===== src/rtl/ccpPkg.sv =====
package ccpPkg;
  localparam int BYTE_W = 8;
  localparam int CNT_W  = 2 * BYTE_W;
  localparam int MODE_W = 6;

  // Mode register layout, bit 5 down to bit 0
  typedef struct packed {
    logic capPos;   // 5: capture on rising pin edge
    logic capNeg;   // 4: capture on falling pin edge
    logic cmpEn;    // 3: comparator enable
    logic match;    // 2: match (software timer) mode
    logic toggle;   // 1: toggle pin on match
    logic pwm;      // 0: pulse-width modulation
  } modeT;

  // Strobes from control to datapath
  typedef struct packed {
    logic capture;  // latch count into value register
    logic wrLow;    // bus write of low byte
    logic wrHigh;   // bus write of high byte
    logic toggle;   // invert output pin
    logic pwmStep;  // refresh PWM pin level
    logic reload;   // copy high byte into low byte
  } strobeT;
endpackage


===== src/rtl/ccpControl.sv =====
module ccpControl
  import ccpPkg::*;
(
  input  logic              clk,
  input  logic              rstN,
  input  logic              pinIn,
  input  logic              wrMode,
  input  logic              wrLow,
  input  logic              wrHigh,
  input  logic [MODE_W-1:0] modeData,
  input  logic              timerTick,
  input  logic              timerLowZero,
  input  logic              hit,
  output strobeT            strobe,
  output modeT              mode,
  output logic              flagSet
);
  logic syncA, syncB, prevLvl;
  logic riseSeen, fallSeen;
  logic capNow, cmpHit;

  // pin synchronizer and previous-level stage
  always_ff @(posedge clk) begin
    if (!rstN) begin
      syncA   <= 1'b0;
      syncB   <= 1'b0;
      prevLvl <= 1'b0;
    end else begin
      syncA   <= pinIn;
      syncB   <= syncA;
      prevLvl <= syncB;
    end
  end

  // pending edge events; a mode write discards them
  always_ff @(posedge clk) begin
    if (!rstN) begin
      riseSeen <= 1'b0;
      fallSeen <= 1'b0;
    end else if (wrMode) begin
      riseSeen <= 1'b0;
      fallSeen <= 1'b0;
    end else begin
      riseSeen <= syncB & ~prevLvl;
      fallSeen <= ~syncB & prevLvl;
    end
  end

  // mode register with compare-enable side effects of value writes
  always_ff @(posedge clk) begin
    if (!rstN) begin
      mode <= '0;
    end else if (wrMode) begin
      mode <= modeT'(modeData);
    end else if (mode.match || mode.toggle) begin
      if (wrHigh)
        mode.cmpEn <= 1'b1;
      else if (wrLow)
        mode.cmpEn <= 1'b0;
    end
  end

  always_comb begin
    capNow = ((mode.capPos & riseSeen) | (mode.capNeg & fallSeen)) & ~wrMode;
    cmpHit = mode.cmpEn & timerTick & hit;

    strobe.capture = capNow;
    strobe.wrLow   = wrLow;
    strobe.wrHigh  = wrHigh;
    strobe.toggle  = cmpHit & mode.toggle & ~mode.pwm & ~capNow;
    strobe.pwmStep = mode.pwm & timerTick;
    strobe.reload  = mode.pwm & timerTick & timerLowZero;

    flagSet = capNow | cmpHit;
  end


  pend_clear_chk: assert property (@(posedge clk) disable iff (!rstN)
    wrMode |=> !strobe.capture);


  ecom_off_chk: assert property (@(posedge clk) disable iff (!rstN)
    (wrLow && !wrHigh && !wrMode && (mode.match || mode.toggle)) |=> !mode.cmpEn);


  ecom_on_chk: assert property (@(posedge clk) disable iff (!rstN)
    (wrHigh && !wrMode && (mode.match || mode.toggle)) |=> mode.cmpEn);


  mode_keep_chk: assert property (@(posedge clk) disable iff (!rstN)
    (!wrMode && !mode.match && !mode.toggle) |=> $stable(mode));
endmodule


===== src/rtl/ccpDatapath.sv =====
module ccpDatapath
  import ccpPkg::*;
(
  input  logic              clk,
  input  logic              rstN,
  input  logic [CNT_W-1:0]  timerVal,
  input  logic [BYTE_W-1:0] wrData,
  input  strobeT            strobe,
  output logic              hit,
  output logic [BYTE_W-1:0] regLow,
  output logic [BYTE_W-1:0] regHigh,
  output logic              pinOut
);
  logic [BYTE_W-1:0] cntLow, cntHigh, effLow;
  logic              below;

  assign cntLow  = timerVal[BYTE_W-1:0];
  assign cntHigh = timerVal[CNT_W-1:BYTE_W];
  assign hit     = (cntLow == regLow) && (cntHigh == regHigh);

  // duty in effect for this count: reloaded value on the wrap count
  assign effLow = strobe.reload ? regHigh : regLow;
  assign below  = cntLow < effLow;

  always_ff @(posedge clk) begin
    if (!rstN) begin
      regLow <= '0;
    end else if (strobe.wrLow) begin
      regLow <= wrData;
    end else if (strobe.capture) begin
      regLow <= cntLow;
    end else if (strobe.reload) begin
      regLow <= regHigh;
    end
  end

  always_ff @(posedge clk) begin
    if (!rstN) begin
      regHigh <= '0;
    end else if (strobe.wrHigh) begin
      regHigh <= wrData;
    end else if (strobe.capture) begin
      regHigh <= cntHigh;
    end
  end

  always_ff @(posedge clk) begin
    if (!rstN) begin
      pinOut <= 1'b0;
    end else if (strobe.pwmStep) begin
      pinOut <= ~below;
    end else if (strobe.toggle) begin
      pinOut <= ~pinOut;
    end
  end


  cap_load_chk: assert property (@(posedge clk) disable iff (!rstN)
    (strobe.capture && !strobe.wrLow && !strobe.wrHigh)
      |=> ({regHigh, regLow} == $past(timerVal)));


  tog_flip_chk: assert property (@(posedge clk) disable iff (!rstN)
    (strobe.toggle && !strobe.pwmStep) |=> (pinOut != $past(pinOut)));


  reload_chk: assert property (@(posedge clk) disable iff (!rstN)
    (strobe.reload && !strobe.capture && !strobe.wrLow) |=> (regLow == $past(regHigh)));


  pwm_hold_chk: assert property (@(posedge clk) disable iff (!rstN)
    (!strobe.pwmStep && !strobe.toggle) |=> $stable(pinOut));
endmodule


===== src/rtl/ccpBank.sv =====
module ccpBank
  import ccpPkg::*;
#(
  parameter int NUM_CH = 5
) (
  input  logic                     clk,
  input  logic                     rstN,
  input  logic [CNT_W-1:0]         timerVal,
  input  logic                     timerTick,
  input  logic [BYTE_W-1:0]        wrData,
  input  logic [NUM_CH-1:0]        wrMode,
  input  logic [NUM_CH-1:0]        wrLow,
  input  logic [NUM_CH-1:0]        wrHigh,
  input  logic [NUM_CH-1:0]        flagClr,
  input  logic [NUM_CH-1:0]        pinIn,
  output logic [NUM_CH-1:0]        pinOut,
  output logic [NUM_CH-1:0]        flags,
  output logic [NUM_CH*BYTE_W-1:0] regLowOut,
  output logic [NUM_CH*BYTE_W-1:0] regHighOut,
  output logic [NUM_CH*MODE_W-1:0] modeOut
);
  logic [NUM_CH-1:0] flagSet;
  logic              timerLowZero;

  assign timerLowZero = (timerVal[BYTE_W-1:0] == '0);

  for (genvar ch = 0; ch < NUM_CH; ch++) begin : gChan
    strobeT strobe;
    modeT   mode;
    logic   hit;

    ccpControl uCtrl (
      .clk         (clk),
      .rstN        (rstN),
      .pinIn       (pinIn[ch]),
      .wrMode      (wrMode[ch]),
      .wrLow       (wrLow[ch]),
      .wrHigh      (wrHigh[ch]),
      .modeData    (wrData[MODE_W-1:0]),
      .timerTick   (timerTick),
      .timerLowZero(timerLowZero),
      .hit         (hit),
      .strobe      (strobe),
      .mode        (mode),
      .flagSet     (flagSet[ch])
    );

    ccpDatapath uData (
      .clk     (clk),
      .rstN    (rstN),
      .timerVal(timerVal),
      .wrData  (wrData),
      .strobe  (strobe),
      .hit     (hit),
      .regLow  (regLowOut[ch*BYTE_W +: BYTE_W]),
      .regHigh (regHighOut[ch*BYTE_W +: BYTE_W]),
      .pinOut  (pinOut[ch])
    );

    assign modeOut[ch*MODE_W +: MODE_W] = mode;


    flag_set_chk: assert property (@(posedge clk) disable iff (!rstN)
      flagSet[ch] |=> flags[ch]);


    flag_hold_chk: assert property (@(posedge clk) disable iff (!rstN)
      (flags[ch] && !flagClr[ch]) |=> flags[ch]);
  end

  // shared flag vector: set wins over clear
  always_ff @(posedge clk) begin
    if (!rstN)
      flags <= '0;
    else
      flags <= (flags & ~flagClr) | flagSet;
  end
endmodule


===== config.mk =====
export PLATFORM = sky130hd
export DESIGN_NAME = ccpBank
export DESIGN_NICKNAME = d
export VERILOG_FILES = /design/src/rtl/ccpPkg.sv /design/src/rtl/ccpControl.sv /design/src/rtl/ccpDatapath.sv /design/src/rtl/ccpBank.sv
export SDC_FILE = /design/constraint.sdc
export NUM_CORES = 1
export LEC_CHECK = 0
export ABC_AREA = 1
export BUFFER_PORTS_ARGS = -buffer_cell sky130_fd_sc_hd__buf_2
export CAP_MARGIN = 20
export CELL_PAD_IN_SITES_DETAIL_PLACEMENT = 2
export CELL_PAD_IN_SITES_GLOBAL_PLACEMENT = 2
export CORE_MARGIN = 2
export CORE_UTILIZATION = 30
export CTS_CLUSTER_SIZE = 12
export DETAILED_ROUTE_END_ITERATION = 16
export HOLD_SLACK_MARGIN = 0.1
export PLACE_DENSITY = 0.86
export SLEW_MARGIN = 30
export SYNTH_ARGS = -nofsm -noshare
export SYNTH_HDL_FRONTEND = slang
export SYNTH_SLANG_ARGS = --single-unit

===== constraint.sdc =====
create_clock -name clk -period 2.9 [get_ports clk]
set_input_delay 0.58 -clock clk [delete_from_list [all_inputs] [get_ports clk]]
set_output_delay 0.58 -clock clk [all_outputs]
set_load 0.05 [all_outputs]

==> key figures, run 1 <==
Run status
  – Run status: finished clean

Logic synthesis
  – Post-synth EDFFs: 0
  – Synth Cell Area: 0.00847 mm²
  – Synthesized area per cell: 6.77 µm²
  – Ys Warns: 0
  – Synth Net Count: 1,339
  – Distinct cells, synth: 40
  – Syn Inst Count: 1,252
  – Seq/Total Area, Yosys: 34.3%
  – Ys async rst share: 0%
  – Most common flop cell mapped by yosys: dfxtp_1
  – #FFs+latches synth: 145

Place
  – RePlAce Congestion: 0.885
  – Placed cells: 1,751
  – Final HPWL DP: 28,900 µm
  – Port buffer count: 171

Route
  – Detailed-route via count: 9,738
  – Starting DRT DRC Count: 631
  – First-pass detailed-route iteration total: 5
  – WL/cell: 23.1 µm
  – Residual DRC count: 0
  – Detailed-route wire length: 41,100 µm
  – Vias per Instance: 5.46
  – DRT antenna net count: 0

Layout
  – Most common cell after layout, fill and taps aside: nand2_1
  – Most frequent cells in the layout: nand2_1, buf_2, inv_1
  – Fraction of layout cells with a size suffix above 1: 17.9%
  – Non-filler cells, final: 1,783
  – Layout area overhead: 20.6%
  – Layout Utilization: 36.8%
  – NumNets Final: 1,479
  – # diodes: 0
  – Fillers: 3,391

STA
  – Relative slew margins: 51.7%
  – Setup Skew: 0.0125 ns
  – Hold slack: 0.316 ns
  – Min cycle time layout: 2.45 ns
  – Max Freq: 407 MHz
  – Endpoints failing hold: 0
  – Worst slew pin tran: 0.718 ns
  – Final setup viols: 0
  – Tcrit/Tclk final: 84.6%
  – Max Slew Vio Count: 0
  – RSZ-0062 raised after global routing: false

Power and ir drop
  – Switching part of the total: 36.5%
  – Pwr dens: 595 mW/mm²
  – Internal power: 3.86 mW
  – Seq pwr share: 37.3%
  – NetSw: 2.22 mW
  – Peak VDD IR: 243 µV
  – Overall Power: 6.09 mW
  – Clock Power Share: 39.4%
  – Leak: 5.08 nW
  – Combinational fraction of design power: 23.2%

Run
  – MaxCap Viol Count: 0

Clocking
  – Root Buffer: clkbuf_16
  – Clock latency at the later pin of the worst-skew pair: 0.45 ns
  – Hold_buf cts: 0
  – Post-CTS Setup Bufs: 0
  – TritonCTS clock tree: done
  – Clock slew at reported path FFs: 0.06 ns
  – Clock buffer depth: 2
  – Clock sink total: 145
  – CTS buffer count: 17
  – H-tree levels: 4
  – # resized after CTS: 0

Die
  – Core area: 0.0278 mm²
  – Die width: 172 µm
  – Die Span Y: 172 µm
  – Starting Density: 30.5%
  – Die ar.: 0.0296 mm²
  – I/O pin total: 172
  – Site Rows: 61

Setup path
  – Worst setup EP type: flip-flop
  – CP arrival: 2.77 ns
  – Worst setup path category: in2reg
  – Critical path required time: 3.22 ns
  – Reg2reg setup slack: 0.59 ns
  – Reg2Reg Depth: 11
  – Worst Setup Start Kind: input pin
  – Critical Path Fanout Max: 13

Hold path
  – Hold path depth: 3
  – Hold WC Path Type: in2reg

GRT
  – Global-route wire length before repair: 61,900 µm
  – Largest net degree at the start of global routing: 68
  – Number of antenna violations at the first check in global routing: 0
  – Total congestion overflow: 0
  – Number of global-route vias before repair: 10,400
  – GRT Total Usage: 28.1%
-- logic make-up (layout without fill, tap and decap cells) --
group	count (synthesis)	in the layout	share of synthesized area, %
buffers and inverters	242	395	11.7
AO/OA/AOI/OAI	367	367	23.8
adder cells (fa/ha/maj)	35	35	5.17
XOR/XNOR	23	23	2.38
flip-flops	145	145	34.3
AND/OR/NAND/NOR	429	429	21.4
multiplexers	11	11	1.30
-- critical path: stages --
cell       delay (ns)
buf_2            0.11
nor2_1           0.11
nand2_1          0.14
nor2_8           0.28
nand2_4          0.18
mux2i_1          0.31
ha_1             0.32
nand2_1          0.10
nor2_1           0.05
a2111oi_0        0.34
nand2_1          0.11
nand2_1          0.07
a21oi_1          0.06
-- final timing paths --
path,from,end
worst max register to register,gChan[2].uCtrl.mode[0]$_SDFFE_PN0P_,gChan[2].uData.pinOut$_SDFFE_PN0P_
worst min register to register,gChan[2].uCtrl.prevLvl$_SDFF_PN0_,gChan[2].uCtrl.riseSeen$_SDFF_PP0_
worst max-delay path,timerVal[6],gChan[2].uData.pinOut$_SDFFE_PN0P_
worst min-delay path,pinIn[3],gChan[3].uCtrl.syncA$_SDFF_PN0_
-- metrics by stage --
stage	TNS, ns	setup slack, ns	instance area, µm²
floorplan	0	0.412	8470
global placement	0	0.151	9620
detailed placement	-0.00643	-0.00643	9620
CTS	0	0.431	10200
global route	0	0.223	10200
finish	0	0.445	10200
-- cell usage after synthesis (all sizes together) (14+ instances only) --
cell type    n  area share [%]
buf         32             2.4
dfxtp      145              34
or2         18             1.3
inv        171             7.6
nand4       14             1.0
o21ai      170              10
nand3       23             1.4
a31oi       34             2.5
ha          35             5.2
nand2      270              12
a21oi      120             7.1
nor2        84             3.9
clkbuf      38             1.7
-- flip-flops by register name, indices dropped and copies added, names as in the netlist --
signal,flops
gChan.uData.regHigh,40
gChan.uData.regLow,40
gChan.uCtrl.mode,30
flags,5
gChan.uCtrl.fallSeen,5
gChan.uCtrl.prevLvl,5
gChan.uCtrl.riseSeen,5
gChan.uCtrl.syncA,5
gChan.uCtrl.syncB,5
gChan.uData.pinOut,5
-- power by group through the flow --
stage               combinational [mW]  clock [mW]  sequential [mW]
floorplan                        0.571           0             2.63
global placement                  1.32           0             2.31
detailed placement                1.38           0             2.31
CTS                               1.41        2.41             2.27
global route                      1.53        2.50             2.29
finish                            1.41        2.40             2.27
-- metal layers --
metal / part of all wire [%] / global-route usage (%)
met1: 43 / 35.0
met2: 47 / 46.8
met4: 4.7 / 14.5
met5: 0 / 0
met3: 5.3 / 4.58
-- cell type report --
class	count	area (µm²)	share of cell area, %
Timing Repair Buffer	191	1020	9.97
Clock inverter	11	150	1.47
Multi-Input combinational cell	865	4580	44.8
Inverter	172	646	6.32
Tap cell	378	473	4.63
Sequential cell	145	2900	28.4
Clock buffer	21	450	4.41
Note: power is estimated with default switching activity, not from simulation.
==> run 2, diff against run 1 <==
--- a/config.mk
+++ b/config.mk
@@ -5,17 +5,17 @@
 export SDC_FILE = /design/constraint.sdc
 export NUM_CORES = 1
 export LEC_CHECK = 0
-export ABC_AREA = 1
+export ABC_AREA = 0
 export BUFFER_PORTS_ARGS = -buffer_cell sky130_fd_sc_hd__buf_2
 export CAP_MARGIN = 20
 export CELL_PAD_IN_SITES_DETAIL_PLACEMENT = 2
 export CELL_PAD_IN_SITES_GLOBAL_PLACEMENT = 2
 export CORE_MARGIN = 2
-export CORE_UTILIZATION = 30
+export CORE_UTILIZATION = 33
 export CTS_CLUSTER_SIZE = 12
 export DETAILED_ROUTE_END_ITERATION = 16
 export HOLD_SLACK_MARGIN = 0.1
-export PLACE_DENSITY = 0.86
+export PLACE_DENSITY = 0.87
 export SLEW_MARGIN = 30
 export SYNTH_ARGS = -nofsm -noshare
 export SYNTH_HDL_FRONTEND = slang
==> constraint.sdc (replaced) <==
create_clock -name clk -period 2.5 [get_ports clk]
set_input_delay 0.5 -clock clk [delete_from_list [all_inputs] [get_ports clk]]
set_output_delay 0.5 -clock clk [all_outputs]
set_load 0.05 [all_outputs]
==> run 2 against run 1 <==
- clock-buffer cell count down 4
- non-clock buffer count up 78
- total power up 14%
- area after synthesis down 1.3%
- first-iteration DRC count up 44%
- sequential share of layout area down 2.2 points
- critical endpoint is now gChan[3].uData.pinOut$_SDFFE_PN0P_
- wire length up 20%
- the run now ends with negative setup slack left
==> key figures, run 2 <==
Run status
  – Run status: finished with violations (was finished clean)
  – Violations in the final reports: negative setup slack

Clocking
  – Clock sink total: 145 (unchanged)
  – Hold_buf cts: 0 (unchanged)
  – H-tree levels: 4 (unchanged)
  – CTS buffer count: 17 (unchanged)
  – Clock buffer depth: 2 (unchanged)
  – Root Buffer: clkbuf_16 (unchanged)
  – Clock slew at reported path FFs: 0.06 ns (about the same)
  – TritonCTS clock tree: done (unchanged)
  – Clock latency at the later pin of the worst-skew pair: 0.46 ns (was 0.45 ns)

GRT
  – Number of global-route vias before repair: 10,300 (was 10,400)
  – Largest net degree at the start of global routing: 68 (unchanged)
  – Number of antenna violations at the first check in global routing: 1 (was 0)
  – Total congestion overflow: 0 (unchanged)
  – GRT Total Usage: 34.0% (was 28.1%)
  – Global-route wire length before repair: 66,700 µm (was 61,900 µm)

Die
  – Die ar.: 0.0266 mm² (was 0.0296 mm²)
  – Site Rows: 58 (was 61)
  – Starting Density: 33.4% (was 30.5%)
  – Die Span Y: 163 µm (was 172 µm)
  – Die width: 163 µm (was 172 µm)
  – Core area: 0.0250 mm² (was 0.0278 mm²)
  – I/O pin total: 172 (unchanged)

Route
  – WL met2: 22,800 µm (was 19,300 µm)
  – Top Layer Used: met4 (unchanged)
  – Met3 WL post-DR: 3560 µm (was 2190 µm)
  – Starting DRT DRC Count: 908 (was 631)
  – Met1 wire length: 18,900 µm (was 17,700 µm)
  – Residual DRC count: 0 (unchanged)
  – First-pass detailed-route iteration total: 5 (unchanged)
  – WL/cell: 32.0 µm (was 23.1 µm)
  – Detailed-route wire length: 49,300 µm (was 41,100 µm)
  – DRT antenna net count: 0 (unchanged)
  – Vias per Instance: 6.16 (was 5.46)
  – Detailed-route via count: 9,464 (was 9,738)

Power and ir drop
  – NetSw: 2.53 mW (was 2.22 mW)
  – Leak: 4.95 nW (was 5.08 nW)
  – Switching part of the total: 36.6% (was 36.5%)
  – Pwr dens: 624 mW/mm² (was 595 mW/mm²)
  – Peak VDD IR: 496 µV (was 243 µV)
  – Overall Power: 6.92 mW (was 6.09 mW)
  – Clock Power Share: 38.4% (was 39.4%)
  – Internal power: 4.39 mW (was 3.86 mW)
  – Combinational fraction of design power: 23.9% (was 23.2%)
  – Seq pwr share: 37.7% (was 37.3%)

Layout
  – Non-filler cells, final: 1,537 (was 1,783)
  – NumNets Final: 1,279 (was 1,479)
  – Regs by FF count: gChan.uData.regHigh: 40 flops, gChan.uData.regLow: 40 flops, gChan.uCtrl.mode: 30 flops (unchanged)
  – Layout Utilization: 44.3% (was 36.8%)
  – Fraction of layout cells with a size suffix above 1: 29.5% (was 17.9%)
  – Cell area after layout: 0.0111 mm² (was 0.0102 mm²)
  – Layout area overhead: 32.5% (was 20.6%)
  – Most frequent cells in the layout: buf_2, dfxtp_1, buf_4 (was nand2_1, buf_2, inv_1)
  – Most common cell after layout, fill and taps aside: buf_2 (was nand2_1)
  – Fillers: 2,683 (was 3,391)

Logic synthesis
  – Largest family of logic cells by synthesized area: simple AND/OR/NAND/NOR gates (was compound AO/OA/AOI/OAI gates)
  – Area leader, netlist: dfxtp_1 (unchanged)
  – Mux cell area share after synthesis: 10.8% (was 1.30%)
  – #FFs+latches synth: 145 (unchanged)
  – Adder-cell share of the synthesized area: 5.23% (was 5.17%)
  – Ys async rst share: 0% (unchanged)
  – Ys Warns: 0 (unchanged)
  – Synthesized area per cell: 8.45 µm² (was 6.77 µm²)
  – Seq/Total Area, Yosys: 34.7% (was 34.3%)
  – Synth Cell Area: 0.00837 mm² (was 0.00847 mm²)
  – Distinct cells, synth: 45 (was 40)
  – Top area cells in the synthesized netlist: dfxtp_1, mux2i_1, xor2_1, ha_1, a21oi_1 (was dfxtp_1, nand2_1, o21ai_0, inv_1, a21oi_1)
  – Synth Area in XOR/XNOR: 8.69% (was 2.38%)
  – Synth Net Count: 1,077 (was 1,339)
  – Area share of the largest cell type after synthesis: 34.7% (was 34.3%)
  – Cell with the most instances after synthesis: dfxtp_1 (was nand2_1)
  – Syn Inst Count: 990 (was 1,252)
  – Simple-gate share of the synthesized area: 21.0% (was 21.4%)
  – Synth Area in Compound Gates: 14.9% (was 23.8%)
  – Post-synth EDFFs: 0 (unchanged)
  – Most common flop cell mapped by yosys: dfxtp_1 (unchanged)
  – Synth top cells by count: dfxtp_1, mux2i_1, a21oi_1 (was nand2_1, inv_1, dfxtp_1)

Place
  – Port buffer count: 171 (unchanged)
  – Final HPWL DP: 27,000 µm (was 28,900 µm)
  – Worst slack, placed: -0.739 ns (was -0.00643 ns)
  – Post-DP Area: 0.00992 mm² (was 0.00962 mm²)
  – Placed cells: 1,486 (was 1,751)
  – RePlAce Congestion: 0.879 (was 0.885)

STA
  – Min cycle time layout: 2.79 ns
  – Hold slack: 0.252 ns (was 0.316 ns)
  – Max Slew Vio Count: 0 (unchanged)
  – Endpoints failing hold: 0 (unchanged)
  – Relative slew margins: 43.8% (was 51.7%)
  – Final setup viols: 4 (was 0)
  – RSZ-0062 raised after global routing: true (was false)
  – Setup Skew: 0.0102 ns (was 0.0125 ns)
  – Worst slew pin tran: 0.840 ns (was 0.718 ns)
  – TNS Setup: -0.818 ns (was 0 ns)
  – Tcrit/Tclk final: 112%
  – PnR worst setup slack: -0.295 ns (was 0.445 ns)
  – Max Freq: 358 MHz

Setup path
  – Worst setup EP type: flip-flop (unchanged)
  – Worst setup path category: in2reg (unchanged)
  – Worst Setup Start Kind: input pin (unchanged)
  – Critical Path Fanout Max: 7 (was 13)
  – CP arrival: 3.16 ns (was 2.77 ns)
  – Critical path required time: 2.87 ns (was 3.22 ns)

Hold path
  – Hold WC Path Type: in2reg (unchanged)

Run
  – MaxCap Viol Count: 0 (unchanged)
## run 2: cell types whose count changed in the layout (fill, tap and decap cells not counted), moves of 40 or more
cell     delta
nand2_1   -184
buf_4      +66
inv_1     -160
xor2_1     +54
nor2b_1    +58
mux2i_1    +63
a21oi_1    -40
o21ai_0   -100
## run 2: layout make-up
class	instances	area (µm²)	area share (%)
inverters	10	37.5	0.339
repair buffers	269	1710	15.5
diodes	2	5.00	0.0451
flip-flops and latches	145	2900	26.2
multi-input cells	749	5440	49.1
clock inverters	15	145	1.31
clock buffers	17	425	3.84
well taps	330	413	3.72
## run 2: repair_timing
item	CTS	global route
endpoints found under the hold margin	0	0
gates resized for setup	53	27
setup endpoints to repair	4	5
pin swaps	12	12
buffers inserted	8	10
## run 2: cell families (layout without fill, tap and decap cells)
kind of cell	count (synthesis)	in the layout
DFF	145	145
muxes	90	90
xor gates and xnor gates	83	83
other	0	2
buffers and inverters	96	311
AOI/OAI and AO/OA	209	209
and+or+nand+nor	332	332
adders and majority gates	35	35
## run 2: power by group through the flow
stage	clock [mW]	sequential [mW]	combinational (mW)
floorplan	0	2.93	0.568
global placement	0	2.62	1.33
detailed placement	0	2.63	1.40
CTS	2.63	2.59	1.53
global route	2.75	2.62	1.70
finish	2.66	2.61	1.65
## run 2: worst max-delay path: stages
cell	delay, ns
buf_8	0.11
nor4_4	0.28
buf_6	0.18
buf_12	0.11
buf_4	0.11
nand4_4	0.13
buf_12	0.19
buf_4	0.13
mux2i_1	0.13
ha_1	0.36
a21oi_1	0.11
o21ai_1	0.12
a21oi_1	0.06
or4_4	0.44
a22oi_2	0.19
## run 2: path summary, 6_finish.rpt
check	start	endpoint	slack [ns]	depth (start not counted)
max	timerVal[1]	gChan[3].uData.pinOut$_SDFFE_PN0P_	-0.29	15
min reg2reg	gChan[2].uCtrl.prevLvl$_SDFF_PN0_	gChan[2].uCtrl.riseSeen$_SDFF_PP0_	0.42	1
min	pinIn[3]	gChan[3].uCtrl.syncA$_SDFF_PN0_	0.25	2
max reg2reg	gChan[1].uCtrl.mode[0]$_SDFFE_PN0P_	gChan[1].uData.pinOut$_SDFFE_PN0P_	-0.20	8
## run 2: layer usage
metal / vias to the layer above / track usage (%)
met1: 4730 / 38.8
met4: 0 / 24.4
li1: 3854 / -
met2: 623 / 56.3
met3: 257 / 7.31
met5: - / 0
==> run 3, diff against run 2 <==
==> constraint.sdc (replaced) <==
create_clock -name clk -period 2.5 [get_ports clk]
set_input_delay 0.5 -clock clk [delete_from_list [all_inputs] [get_ports clk]]
set_output_delay 0.5 -clock clk [all_outputs]
set_load 0.005 [all_outputs]
==> run 3 against run 2 <==
- the run still ends with negative setup slack left
- total power fell by 3.3%
- clock skew increased by 0.0033 ns
- first-iteration DRC count decreased by 1.7%
- combinational power fell by 20%
- critical endpoint unchanged
- utilization grew 0.070 points
- highest routed layer unchanged
- clock power up 3%
- hold slack lost 0.012 ns
==> key figures, run 3 (synthesis gave the netlist of run 2 again) <==
Clocking
  – Clock buffer depth: 2 (unchanged)
  – H-tree levels: 4 (unchanged)
  – TritonCTS clock tree: done (unchanged)
  – Clock slew at reported path FFs: 0.07 ns (was 0.06 ns)
  – CTS buffer count: 17 (unchanged)
  – Clock latency at the later pin of the worst-skew pair: 0.47 ns (was 0.46 ns)
  – Clock sink total: 145 (unchanged)
  – Root Buffer: clkbuf_16 (unchanged)
  – Hold_buf cts: 0 (unchanged)

Layout
  – Layout area overhead: 32.7% (was 32.5%)
  – NumNets Final: 1,283 (was 1,279)
  – Most common cell after layout, fill and taps aside: buf_2 (unchanged)
  – Cell area after layout: 0.0111 mm² (about the same)
  – Regs by FF count: gChan.uData.regHigh: 40 flops, gChan.uData.regLow: 40 flops, gChan.uCtrl.mode: 30 flops (unchanged)
  – Fillers: 2,692 (was 2,683)
  – Fraction of layout cells with a size suffix above 1: 29.8% (was 29.5%)
  – Most frequent cells in the layout: buf_2, dfxtp_1, buf_4 (unchanged)

Run
  – MaxCap Viol Count: 0 (unchanged)

Setup path
  – CP arrival: 3.16 ns (about the same)
  – Worst Setup Start Kind: input pin (unchanged)
  – Critical path required time: 2.89 ns (was 2.87 ns)
  – Worst path cell trace: buf_8, nor4_4, buf_6, buf_6, nand4_4, mux2i_1, ha_1, nand4_1, o21ai_1, a21oi_1, or4_4, a22oi_2 (was buf_8, nor4_4, buf_6, buf_12, buf_4, nand4_4, buf_12, buf_4, mux2i_1, ha_1, a21oi_1, o21ai_1, a21oi_1, or4_4, a22oi_2)
  – Worst setup EP type: flip-flop (unchanged)
  – Worst setup path category: in2reg (unchanged)
  – CP peak stage delay: 0.50 ns (was 0.44 ns)
  – Slowest library cell on the worst path: mux2i_1 (was or4_4)
  – Critical Path Fanout Max: 8 (was 7)
  – Crit path top cell by count: buf_6

Route
  – Detailed-route via count: 9,492 (was 9,464)
  – DRT antenna net count: 0 (unchanged)
  – Detailed-route wire length: 50,600 µm (was 49,300 µm)
  – First-pass detailed-route iteration total: 5 (unchanged)
  – Vias per Instance: 6.16 (about the same)
  – Residual DRC count: 0 (unchanged)
  – Starting DRT DRC Count: 893 (was 908)
  – WL/cell: 32.9 µm (was 32.0 µm)

GRT
  – Total congestion overflow: 0 (unchanged)
  – GRT Total Usage: 34.2% (was 34.0%)
  – Number of antenna violations at the first check in global routing: 0 (was 1)
  – Global-route wire length before repair: 67,100 µm (was 66,700 µm)
  – Largest net degree at the start of global routing: 49 (was 68)
  – Number of global-route vias before repair: 10,200 (was 10,300)

STA
  – Setup Skew: 0.0135 ns (was 0.0102 ns)
  – PnR worst setup slack: -0.270 ns (was -0.295 ns)
  – TNS Setup: -0.808 ns (was -0.818 ns)
  – Tcrit/Tclk final: 111% (was 112%)
  – Max Freq: 361 MHz (was 358 MHz)
  – RSZ-0062 raised after global routing: true (unchanged)
  – Endpoints failing hold: 0 (unchanged)
  – Min cycle time layout: 2.77 ns (was 2.79 ns)
  – Max Slew Vio Count: 0 (unchanged)
  – Worst slew pin tran: 0.847 ns (was 0.840 ns)
  – Hold slack: 0.239 ns (was 0.252 ns)
  – Relative slew margins: 43.3% (was 43.8%)
  – Final setup viols: 5 (was 4)

Power and ir drop
  – Seq pwr share: 39.2% (was 37.7%)
  – Combinational fraction of design power: 19.7% (was 23.9%)
  – Peak VDD IR: 553 µV (was 496 µV)
  – Pwr dens: 603 mW/mm² (was 624 mW/mm²)
  – NetSw: 2.24 mW (was 2.53 mW)
  – Leak: 4.97 nW (was 4.95 nW)
  – Switching part of the total: 33.4% (was 36.6%)
  – Overall Power: 6.69 mW (was 6.92 mW)
  – Internal power: 4.46 mW (was 4.39 mW)
  – Clock Power Share: 41.2% (was 38.4%)

Die
  – Die ar.: 0.0266 mm² (unchanged)
  – Core area: 0.0250 mm² (unchanged)
  – Site Rows: 58 (unchanged)
  – Starting Density: 33.4% (unchanged)
  – I/O pin total: 172 (unchanged)
  – Die Span Y: 163 µm (unchanged)
  – Die width: 163 µm (unchanged)

Place
  – Post-DP Area: 0.00991 mm² (was 0.00992 mm²)
  – RePlAce Congestion: 0.867 (was 0.879)
  – Port buffer count: 171 (unchanged)
  – Final HPWL DP: 26,900 µm (was 27,000 µm)

Run status
  – Violations in the final reports: negative setup slack (unchanged)
  – Run status: finished with violations (unchanged)

Hold path
  – Hold WC Path Type: in2reg (unchanged)
## run 3: cell count changes in the layout (fill, tap and decap cells not counted), moves of 2 or more
cell,delta
buf_12,-3
clkinv_4,-2
clkinv_2,-3
buf_4,+9
mux2i_2,-2
buf_6,-2
clkbuf_8,+2
clkinvlp_4,+2
## run 3: what timing repair did
item,CTS,global route
resized for setup,29,52
pin swaps,9,20
setup buffers,8,13
cloned,0,0
setup endpoints to repair,4,5
## run 3: path summary, 6_finish.rpt
path,start,end,slack [ns],cells after the start
worst max-delay path,timerVal[6],gChan[3].uData.pinOut$_SDFFE_PN0P_,-0.27,12
worst max register to register,gChan[3].uCtrl.mode[0]$_SDFFE_PN0P_,gChan[3].uData.pinOut$_SDFFE_PN0P_,-0.10,8
worst min-delay path,pinIn[3],gChan[3].uCtrl.syncA$_SDFF_PN0_,0.24,2
worst min register to register,gChan[2].uCtrl.prevLvl$_SDFF_PN0_,gChan[2].uCtrl.riseSeen$_SDFF_PP0_,0.43,1
## run 3: through the flow
step / std cells / util (%) / setup slack [ns]
after floorplan: 990 / - / -0.294
after global placement: 1486 / 39.6 / -0.408
after detailed placement: 1486 / 39.6 / -0.588
after CTS: 1526 / 42.7 / -0.0905
after global routing: 1539 / 44.3 / -0.316
final: 1540 / 44.3 / -0.270
## run 3: layout make-up
class / instances / area, µm² / area share (%)
Antenna cell: 1 / 2.50 / 0.0225
Clock buffer: 19 / 453 / 4.08
Clock inverter: 13 / 136 / 1.23
Inverter: 10 / 37.5 / 0.338
Multi-Input combinational cell: 749 / 5450 / 49.1
Sequential cell: 145 / 2900 / 26.1
Tap cell: 330 / 413 / 3.72
Timing Repair Buffer: 273 / 1710 / 15.4
## run 3: worst max-delay path: cells and delay by family
family                     cells  cell delay (ns)
muxes                          1             0.50
adders and majority gates      1             0.24
AOI/OAI and AO/OA              3             0.40
and+or+nand+nor                4             1.13
buffers and inverters          3             0.38
## run 3: power groups by stage
stage	registers [mW]	logic [mW]	clock network [mW]
after global routing	2.62	1.36	2.84
after detailed placement	2.63	1.04	0
after floorplan	2.58	0.554	0
after global placement	2.62	0.966	0
final	2.62	1.32	2.75
after CTS	2.59	1.15	2.70
## run 3: metal layers
metal	global-route usage, %	share of wire [%]
met5	0	0
met4	20.2	7.6
met1	40.9	38
met3	7.87	8.3
met2	56.0	46
